<file path="config.mk">
export PLATFORM = sky130hd
export DESIGN_NAME = pcm_port
export DESIGN_NICKNAME = d
export VERILOG_FILES = /design/src/rtl/pcm_pkg.sv /design/src/rtl/pcm_sync_chain.sv /design/src/rtl/pcm_master_timing.sv /design/src/rtl/pcm_slave_timing.sv /design/src/rtl/pcm_shifter.sv /design/src/rtl/pcm_port.sv
export SDC_FILE = /design/constraint.sdc
export NUM_CORES = 1
export LEC_CHECK = 0
export CAP_MARGIN = 20
export CORE_ASPECT_RATIO = 2
export CORE_MARGIN = 2
export CORE_UTILIZATION = 30
export DETAILED_ROUTE_END_ITERATION = 8
export SETUP_SLACK_MARGIN = 0.02
export SLEW_MARGIN = 20
export SYNTH_ARGS = -nofsm -noshare
export SYNTH_HDL_FRONTEND = slang
export SYNTH_SLANG_ARGS = --single-unit
</file>
<file path="constraint.sdc">
create_clock -name clk -period 3.8 [get_ports clk]
set_input_delay 0.38 -clock clk [delete_from_list [all_inputs] [get_ports clk]]
set_output_delay 0.38 -clock clk [all_outputs]
set_load 0.05 [all_outputs]
</file>
<file path="src/rtl/pcm_pkg.sv">
// Shared definitions for the PCM voice serial port.
// Mode codes are decoded by the top module; bit 1 selects slave operation.
package pcm_pkg;
    typedef enum logic [1:0] {
        PCM_MST_SHORT = 2'b00,
        PCM_MST_LONG  = 2'b01,
        PCM_SLV       = 2'b10,
        PCM_SLV_ALT   = 2'b11
    } pcm_mode_e;
endpackage

</file>
<file path="src/rtl/pcm_sync_chain.sv">
// Multi-stage flop synchronizer for a small bundle of asynchronous inputs.
// Assumes each bit is sampled independently; the bits of the bundle share
// the same latency of STAGES clocks.
module pcm_sync_chain #(
    parameter int unsigned W      = 1,
    parameter int unsigned STAGES = 2
) (
    input  logic         clk,
    input  logic         rst_n,
    input  logic [W-1:0] d,
    output logic [W-1:0] q
);
    logic [STAGES-1:0][W-1:0] stg;

    // Shift the inputs through the stage registers.
    always_ff @(posedge clk) begin
        if (!rst_n) begin
            stg <= '0;
        end else begin
            stg[0] <= d;
            for (int i = 1; i < STAGES; i++) begin
                stg[i] <= stg[i-1];
            end
        end
    end

    assign q = stg[STAGES-1];
endmodule

</file>
<file path="src/rtl/pcm_master_timing.sv">
// Master-mode clock and sync generator.
// The system clock is four times the bit clock. A 2-bit phase counter marks the
// quarter periods: phases 0-1 bit clock high, phases 2-3 low. A slot counter
// counts bit periods within the frame. The registered outputs show the
// decode of the counter value before each edge, so launch/sample pulses
// line up with the edge at which bclk_o changes.
// Assumes SLOTS > WORD_W. The counter starts in the last slot so that the
// first frame after reset is complete, including an early long sync.
module pcm_master_timing #(
    parameter int unsigned SLOTS  = 256,
    parameter int unsigned WORD_W = 16
) (
    input  logic clk,
    input  logic rst_n,
    input  logic long_mode,
    input  logic offset_en,
    output logic bclk_o,
    output logic fsync_o,
    output logic launch,
    output logic first,
    output logic sample
);
    localparam int unsigned      SLOT_W    = $clog2(SLOTS);
    localparam logic [SLOT_W-1:0] LAST_SLOT = SLOT_W'(SLOTS - 1);
    localparam logic [SLOT_W-1:0] LONG_END  = SLOT_W'(WORD_W - 1);
    localparam logic [SLOT_W-1:0] SLOT_ONE  = SLOT_W'(1);

    logic [1:0]        phase;
    logic [SLOT_W-1:0] slot;
    logic              fs_next;

    // Advance the quarter-period phase and the bit slot within the frame.
    always_ff @(posedge clk) begin
        if (!rst_n) begin
            phase <= 2'd0;
            slot  <= LAST_SLOT;
        end else begin
            phase <= phase + 2'd1;
            if (phase == 2'd3) begin
                slot <= (slot == LAST_SLOT) ? '0 : slot + SLOT_ONE;
            end
        end
    end

    // Decode the sync level for the current quarter period.
    always_comb begin
        if (!long_mode) begin
            if (!offset_en) fs_next = (slot == '0);
            else            fs_next = ((slot == '0) && (phase != 2'd0)) ||
                                      ((slot == SLOT_ONE) && (phase == 2'd0));
        end else begin
            if (!offset_en) fs_next = (slot <= LONG_END);
            else            fs_next = ((slot == LAST_SLOT) && (phase == 2'd3)) ||
                                      (slot < LONG_END) ||
                                      ((slot == LONG_END) && (phase != 2'd3));
        end
    end

    // Register the pin levels so they are free of decode glitches.
    always_ff @(posedge clk) begin
        if (!rst_n) begin
            bclk_o  <= 1'b0;
            fsync_o <= 1'b0;
        end else begin
            bclk_o  <= ~phase[1];
            fsync_o <= fs_next;
        end
    end

    assign launch = (phase == 2'd2);
    assign first  = launch && (slot == '0);
    assign sample = (phase == 2'd0);
endmodule

</file>
<file path="src/rtl/pcm_slave_timing.sv">
// Slave-mode edge recovery for an external bit clock and sync.
// Clock, sync and data pass through matched synchronizers, so data is seen
// with the same delay as the clock edges. The external bit clock must be
// slow enough that each half period is longer than the synchronizer delay.
// A frame is armed by a sync rise and begins at the next clock fall.
module pcm_slave_timing #(
    parameter int unsigned STAGES = 2
) (
    input  logic clk,
    input  logic rst_n,
    input  logic bclk_i,
    input  logic fsync_i,
    input  logic din_i,
    output logic launch,
    output logic first,
    output logic sample,
    output logic din_s
);
    logic [2:0] sq;
    logic       bclk_s, fsync_s;
    logic       bclk_d, fsync_d;
    logic       armed;
    logic       b_rise, b_fall, f_rise;

    pcm_sync_chain #(.W(3), .STAGES(STAGES)) u_sync (
        .clk   (clk),
        .rst_n (rst_n),
        .d     ({bclk_i, fsync_i, din_i}),
        .q     (sq)
    );

    assign bclk_s  = sq[2];
    assign fsync_s = sq[1];
    assign din_s   = sq[0];

    // Hold the previous synchronized levels for edge detection.
    always_ff @(posedge clk) begin
        if (!rst_n) begin
            bclk_d  <= 1'b0;
            fsync_d <= 1'b0;
        end else begin
            bclk_d  <= bclk_s;
            fsync_d <= fsync_s;
        end
    end

    assign b_rise = bclk_s & ~bclk_d;
    assign b_fall = ~bclk_s & bclk_d;
    assign f_rise = fsync_s & ~fsync_d;

    // Arm on a sync rise; the following clock fall starts the frame.
    always_ff @(posedge clk) begin
        if (!rst_n)      armed <= 1'b0;
        else if (f_rise) armed <= 1'b1;
        else if (b_fall) armed <= 1'b0;
    end

    assign launch = b_fall;
    assign first  = b_fall & armed;
    assign sample = b_rise;
endmodule

</file>
<file path="src/rtl/pcm_shifter.sv">
// Word serializer and deserializer shared by all modes.
// 'launch' moves to the next transmit bit, and 'first' restarts at the MSB of
// the held word. 'sample' shifts one receive bit in. After WORD_W bits, the
// received word is presented with a one-cycle strobe, and the next transmit
// word is taken at the same time. Outside the data slot dout is 0 and samples
// are ignored. Assumes launch and sample never coincide and WORD_W >= 3.
module pcm_shifter #(
    parameter int unsigned WORD_W = 16
) (
    input  logic              clk,
    input  logic              rst_n,
    input  logic              launch,
    input  logic              first,
    input  logic              sample,
    input  logic              din,
    input  logic [WORD_W-1:0] tx_data,
    output logic              dout,
    output logic [WORD_W-1:0] rx_data,
    output logic              rx_valid
);
    localparam int unsigned      CNT_W = $clog2(WORD_W + 1);
    localparam logic [CNT_W-1:0] IDLE  = CNT_W'(WORD_W);
    localparam logic [CNT_W-1:0] LASTB = CNT_W'(WORD_W - 1);

    logic [CNT_W-1:0]  bitn;
    logic [WORD_W-2:0] txsr;
    logic [WORD_W-2:0] rxsr;
    logic [WORD_W-1:0] shadow;

    // Transmit side: load on frame start, then step one bit per launch.
    always_ff @(posedge clk) begin
        if (!rst_n) begin
            bitn <= IDLE;
            txsr <= '0;
            dout <= 1'b0;
        end else if (launch) begin
            if (first) begin
                bitn <= '0;
                txsr <= shadow[WORD_W-2:0];
                dout <= shadow[WORD_W-1];
            end else if (bitn != IDLE) begin
                bitn <= bitn + CNT_W'(1);
                txsr <= {txsr[WORD_W-3:0], 1'b0};
                dout <= (bitn == LASTB) ? 1'b0 : txsr[WORD_W-2];
            end
        end
    end

    // Receive side: assemble bits, then hand over both words on the last bit.
    always_ff @(posedge clk) begin
        if (!rst_n) begin
            rxsr     <= '0;
            rx_data  <= '0;
            rx_valid <= 1'b0;
            shadow   <= '0;
        end else begin
            rx_valid <= 1'b0;
            if (sample && (bitn != IDLE)) begin
                rxsr <= {rxsr[WORD_W-3:0], din};
                if (bitn == LASTB) begin
                    rx_data  <= {rxsr, din};
                    rx_valid <= 1'b1;
                    shadow   <= tx_data;
                end
            end
        end
    end
endmodule

</file>
<file path="src/rtl/pcm_port.sv">
// PCM voice serial port top level.
// Selects master timing (clock and sync generated here) or slave timing
// (recovered from the pins) and feeds the chosen events to one shared
// shifter. The mode is assumed to change only while reset is held. The
// pin direction follows the mode through the output enables.
module pcm_port
    import pcm_pkg::*;
#(
    parameter int unsigned WORD_W      = 16,
    parameter int unsigned SLOTS       = 256,
    parameter int unsigned SYNC_STAGES = 2
) (
    input  logic              clk,
    input  logic              rst_n,
    input  logic [1:0]        mode,
    input  logic              offset_en,
    input  logic              bclk_i,
    input  logic              fsync_i,
    input  logic              din,
    output logic              bclk_o,
    output logic              bclk_oe,
    output logic              fsync_o,
    output logic              fsync_oe,
    output logic              dout,
    input  logic [WORD_W-1:0] tx_data,
    output logic              tx_ready,
    output logic [WORD_W-1:0] rx_data,
    output logic              rx_valid
);
    logic is_master, long_mode;
    logic m_bclk, m_fsync, m_launch, m_first, m_sample;
    logic s_launch, s_first, s_sample, s_din;
    logic ev_launch, ev_first, ev_sample, ev_din;

    assign is_master = ~mode[1];
    assign long_mode = (mode == PCM_MST_LONG);

    pcm_master_timing #(.SLOTS(SLOTS), .WORD_W(WORD_W)) u_mst (
        .clk       (clk),
        .rst_n     (rst_n),
        .long_mode (long_mode),
        .offset_en (offset_en),
        .bclk_o    (m_bclk),
        .fsync_o   (m_fsync),
        .launch    (m_launch),
        .first     (m_first),
        .sample    (m_sample)
    );

    pcm_slave_timing #(.STAGES(SYNC_STAGES)) u_slv (
        .clk     (clk),
        .rst_n   (rst_n),
        .bclk_i  (bclk_i),
        .fsync_i (fsync_i),
        .din_i   (din),
        .launch  (s_launch),
        .first   (s_first),
        .sample  (s_sample),
        .din_s   (s_din)
    );

    // Route the timing events of the active mode to the shifter.
    always_comb begin
        if (is_master) begin
            ev_launch = m_launch;
            ev_first  = m_first;
            ev_sample = m_sample;
            ev_din    = din;
        end else begin
            ev_launch = s_launch;
            ev_first  = s_first;
            ev_sample = s_sample;
            ev_din    = s_din;
        end
    end

    pcm_shifter #(.WORD_W(WORD_W)) u_shf (
        .clk      (clk),
        .rst_n    (rst_n),
        .launch   (ev_launch),
        .first    (ev_first),
        .sample   (ev_sample),
        .din      (ev_din),
        .tx_data  (tx_data),
        .dout     (dout),
        .rx_data  (rx_data),
        .rx_valid (rx_valid)
    );

    assign tx_ready = rx_valid;
    assign bclk_oe  = is_master;
    assign fsync_oe = is_master;
    assign bclk_o   = is_master & m_bclk;
    assign fsync_o  = is_master & m_fsync;
endmodule

</file>
==> run metrics <==
Placed Instances=584; starting density of the core=30.5%; status=finished clean; TritonCTS clock tree=yes; WS Path Type=in -> reg; IO Count=47; Seq/Total Area, Yosys=47.3%; Final Max Slew Viols=0; P&R area growth vs syn=23.0%; width of the die=83.7 um; core footprint=12500 um2; Hold Fails Final Rpt=0; Critical Path AT=2580 ps; Post-DP HPWL=5.73 mm; Worst Setup End Kind=flop; unrepaired setup endpoints after global routing=no; synthesis warning total=0; R2R cell count=6; distinct cell type count after synthesis=45; Worst-Margin Slew=839 ps; largest net degree at the start of global routing=39; Crit Path Max Fanout=38; antenna diode count=0; WL final=7.99 mm; first-pass GRT wire length=13.7 mm; Vias=2959; register bit total from synthesis=90; Area contributors post-synth=dfxtp_1 (47%), mux2i_1 (7.9%), nand2_1 (6.7%); Die ar.=13700 um2; HP Class=reg -> reg; total CTS buffers=9; Clk pwr share=47.2%; cts hold-fix bufs=0; GRT overflow=0; vias in the first global route=3019; Sink Count=90; fin nets=478; drt wl/cell=13.3 um; clk buf depth=2; asr flop ratio synth=0%; # port buffers=46; Total Neg Setup Slack=0 ps; Peak VDD IR=284 uV; Mapped Cells=413; skew final=8.51 ps; Tot Pwr=2.06 mW; max cap viols=0; Max-slew headroom=44.0%; grt met1 use=13.2%; Synth Area per Inst=9.22 um2; WP data required=4020 ps; net count after synthesis=446; gr usage total=12.3%; largest area contributor in the netlist=dfxtp_1; DRC viols=0; Via density=4.93; PD cells=441 nW/um2; Sw Share=21.3%; Post-CTS Resized=0; Top FF cell, synth=dfxtp_1; share of cells above drive strength 1=6.67%; Pre-antenna DRT Iters=4; non-filler cells in the finished layout=600; Power Internal=1.62 mW; sequential group share of total power=47.3%; met3 Use GR=2.12%; met2 Usage GRT=22.8%; routability cong.=0.744; post-layout util=37.5%; Leak=1.64 nW; setup repair bufs after CTS=0; Peak Freq=422 MHz; Routed Antenna Nets=0; row count=58; drt first-iter violations=123; latest clock arrival within the worst-skew pair=340 ps; final setup violation count=0; type of origin of the critical path=input pin; root buffer cell=clkbuf_16; Synth Cell Area=3810 um2; fin crit share=62.3%; htree depth=3; placed cell area=4350 um2; Synth top area share=47.3%; Placement Setup Slack=1080 ps; Post-synth EDFFs=0; hold slack=427 ps; Gate power share=5.5%; initial antenna violation count=0; P_sw=0.439 mW; Worst Slack Setup Final=1430 ps; Cells on Worst Hold Path=1; r2r setup slk=1790 ps; Die Ht=163 um; gr busiest metal=met2; clock slew at reported path FFs=60 ps; post-layout instance area=4680 um2; minimum clock period=2370 ps
Yosys cell counts (3+ instances only):
master / instances
nand4b_1: 15
dfxtp_1: 90
inv_1: 10
nand3_1: 7
a211oi_1: 4
clkbuf_1: 12
buf_6: 3
xnor2_1: 5
and2_1: 9
ha_1: 9
o211ai_1: 4
o21ai_0: 7
o311ai_0: 5
nor2_1: 23
nand3b_1: 3
nand2_1: 68
a21oi_1: 46
mux2i_1: 30
buf_4: 4
and3_1: 6
buf_2: 12
nor2b_1: 5
o311ai_1: 10
registers in the layout, summed over array words and instances, names as in the netlist, 3 cells and up:
name / cells
u_slv.u_sync.stg: 3
u_shf.rxsr: 15
u_shf.bitn: 5
u_shf.shadow: 16
u_slv.u_sync.q: 3
u_mst.slot: 8
u_shf.txsr: 15
u_shf.rx_data: 16
worst max-delay path, stage by stage:
cell and delay, ps:
clkdlybuf4s50_1 540, buf_4 360, and3b_1 260, o21a_1 680, mux2i_1 280, nor2_1 60
cells in the final DEF (no fill, tap or decap), drive strengths merged, types with 5 or more instances in the layout:
| cell type | synthesis | layout |
|---|---|---|
| nand3 | 7 | 7 |
| nor2 | 23 | 23 |
| xnor2 | 5 | 5 |
| nand2 | 68 | 68 |
| nor2b | 5 | 5 |
| and2 | 9 | 9 |
| mux2i | 30 | 30 |
| dfxtp | 90 | 90 |
| o311ai | 15 | 15 |
| nand4b | 15 | 15 |
| buf | 21 | 8 |
| a21oi | 46 | 46 |
| clkdlybuf4s50 | 0 | 46 |
| ha | 9 | 9 |
| inv | 10 | 11 |
| clkbuf | 12 | 11 |
| and3 | 6 | 6 |
| o21ai | 7 | 7 |
routing by layer:
metal / share of wire (%) / wire, um
met5: 0 / 0
met2: 54 / 4340
met3: 2.4 / 194
met1: 41 / 3280
met4: 2.2 / 174
power by group through the flow:
| stage | Combinational, mW | Clock [mW] | Sequential, mW |
|---|---|---|---|
| 2_1_floorplan | 0.0719 | 0 | 0.991 |
| 3_3_place_gp | 0.112 | 0 | 0.997 |
| 3_5_place_dp | 0.114 | 0 | 0.997 |
| 4_1_cts | 0.115 | 0.998 | 0.976 |
| 5_1_grt | 0.126 | 1.04 | 0.978 |
| 6_report | 0.113 | 0.974 | 0.977 |
path summary, 6_finish.rpt:
path,startpoint,endpoint
max,mode[1],u_shf.rxsr[10]
min,u_slv.u_sync.stg[0],u_slv.u_sync.q[0]
max reg2reg,u_mst.phase[0],u_shf.rxsr[10]
min reg2reg,u_slv.u_sync.stg[0],u_slv.u_sync.q[0]
cells by family (layout without fill, tap and decap cells):
logic type               count (synthesis)  in the layout  synth area share, %
multiplexers                            32             32                 8.47
flip-flops                              90             90                 47.3
adder cells (fa/ha/maj)                  9              9                 2.96
buffers and inverters                   44             81                 5.71
AO/OA/AOI/OAI                           85             85                 13.9
XOR/XNOR                                 7              7                 1.61
AND/OR/NAND/NOR                        146            146                 20.1
cell type report:
type / instances / area, um2
Sequential cell: 90 / 1800
Fill cell: 1300 / 7800
Inverter: 11 / 41.3
Multi-Input combinational cell: 279 / 1800
Timing Repair Buffer: 54 / 520
Clock inverter: 5 / 83.8
Clock buffer: 11 / 253
Tap cell: 150 / 188
Note: power is estimated with default switching activity, not from simulation.
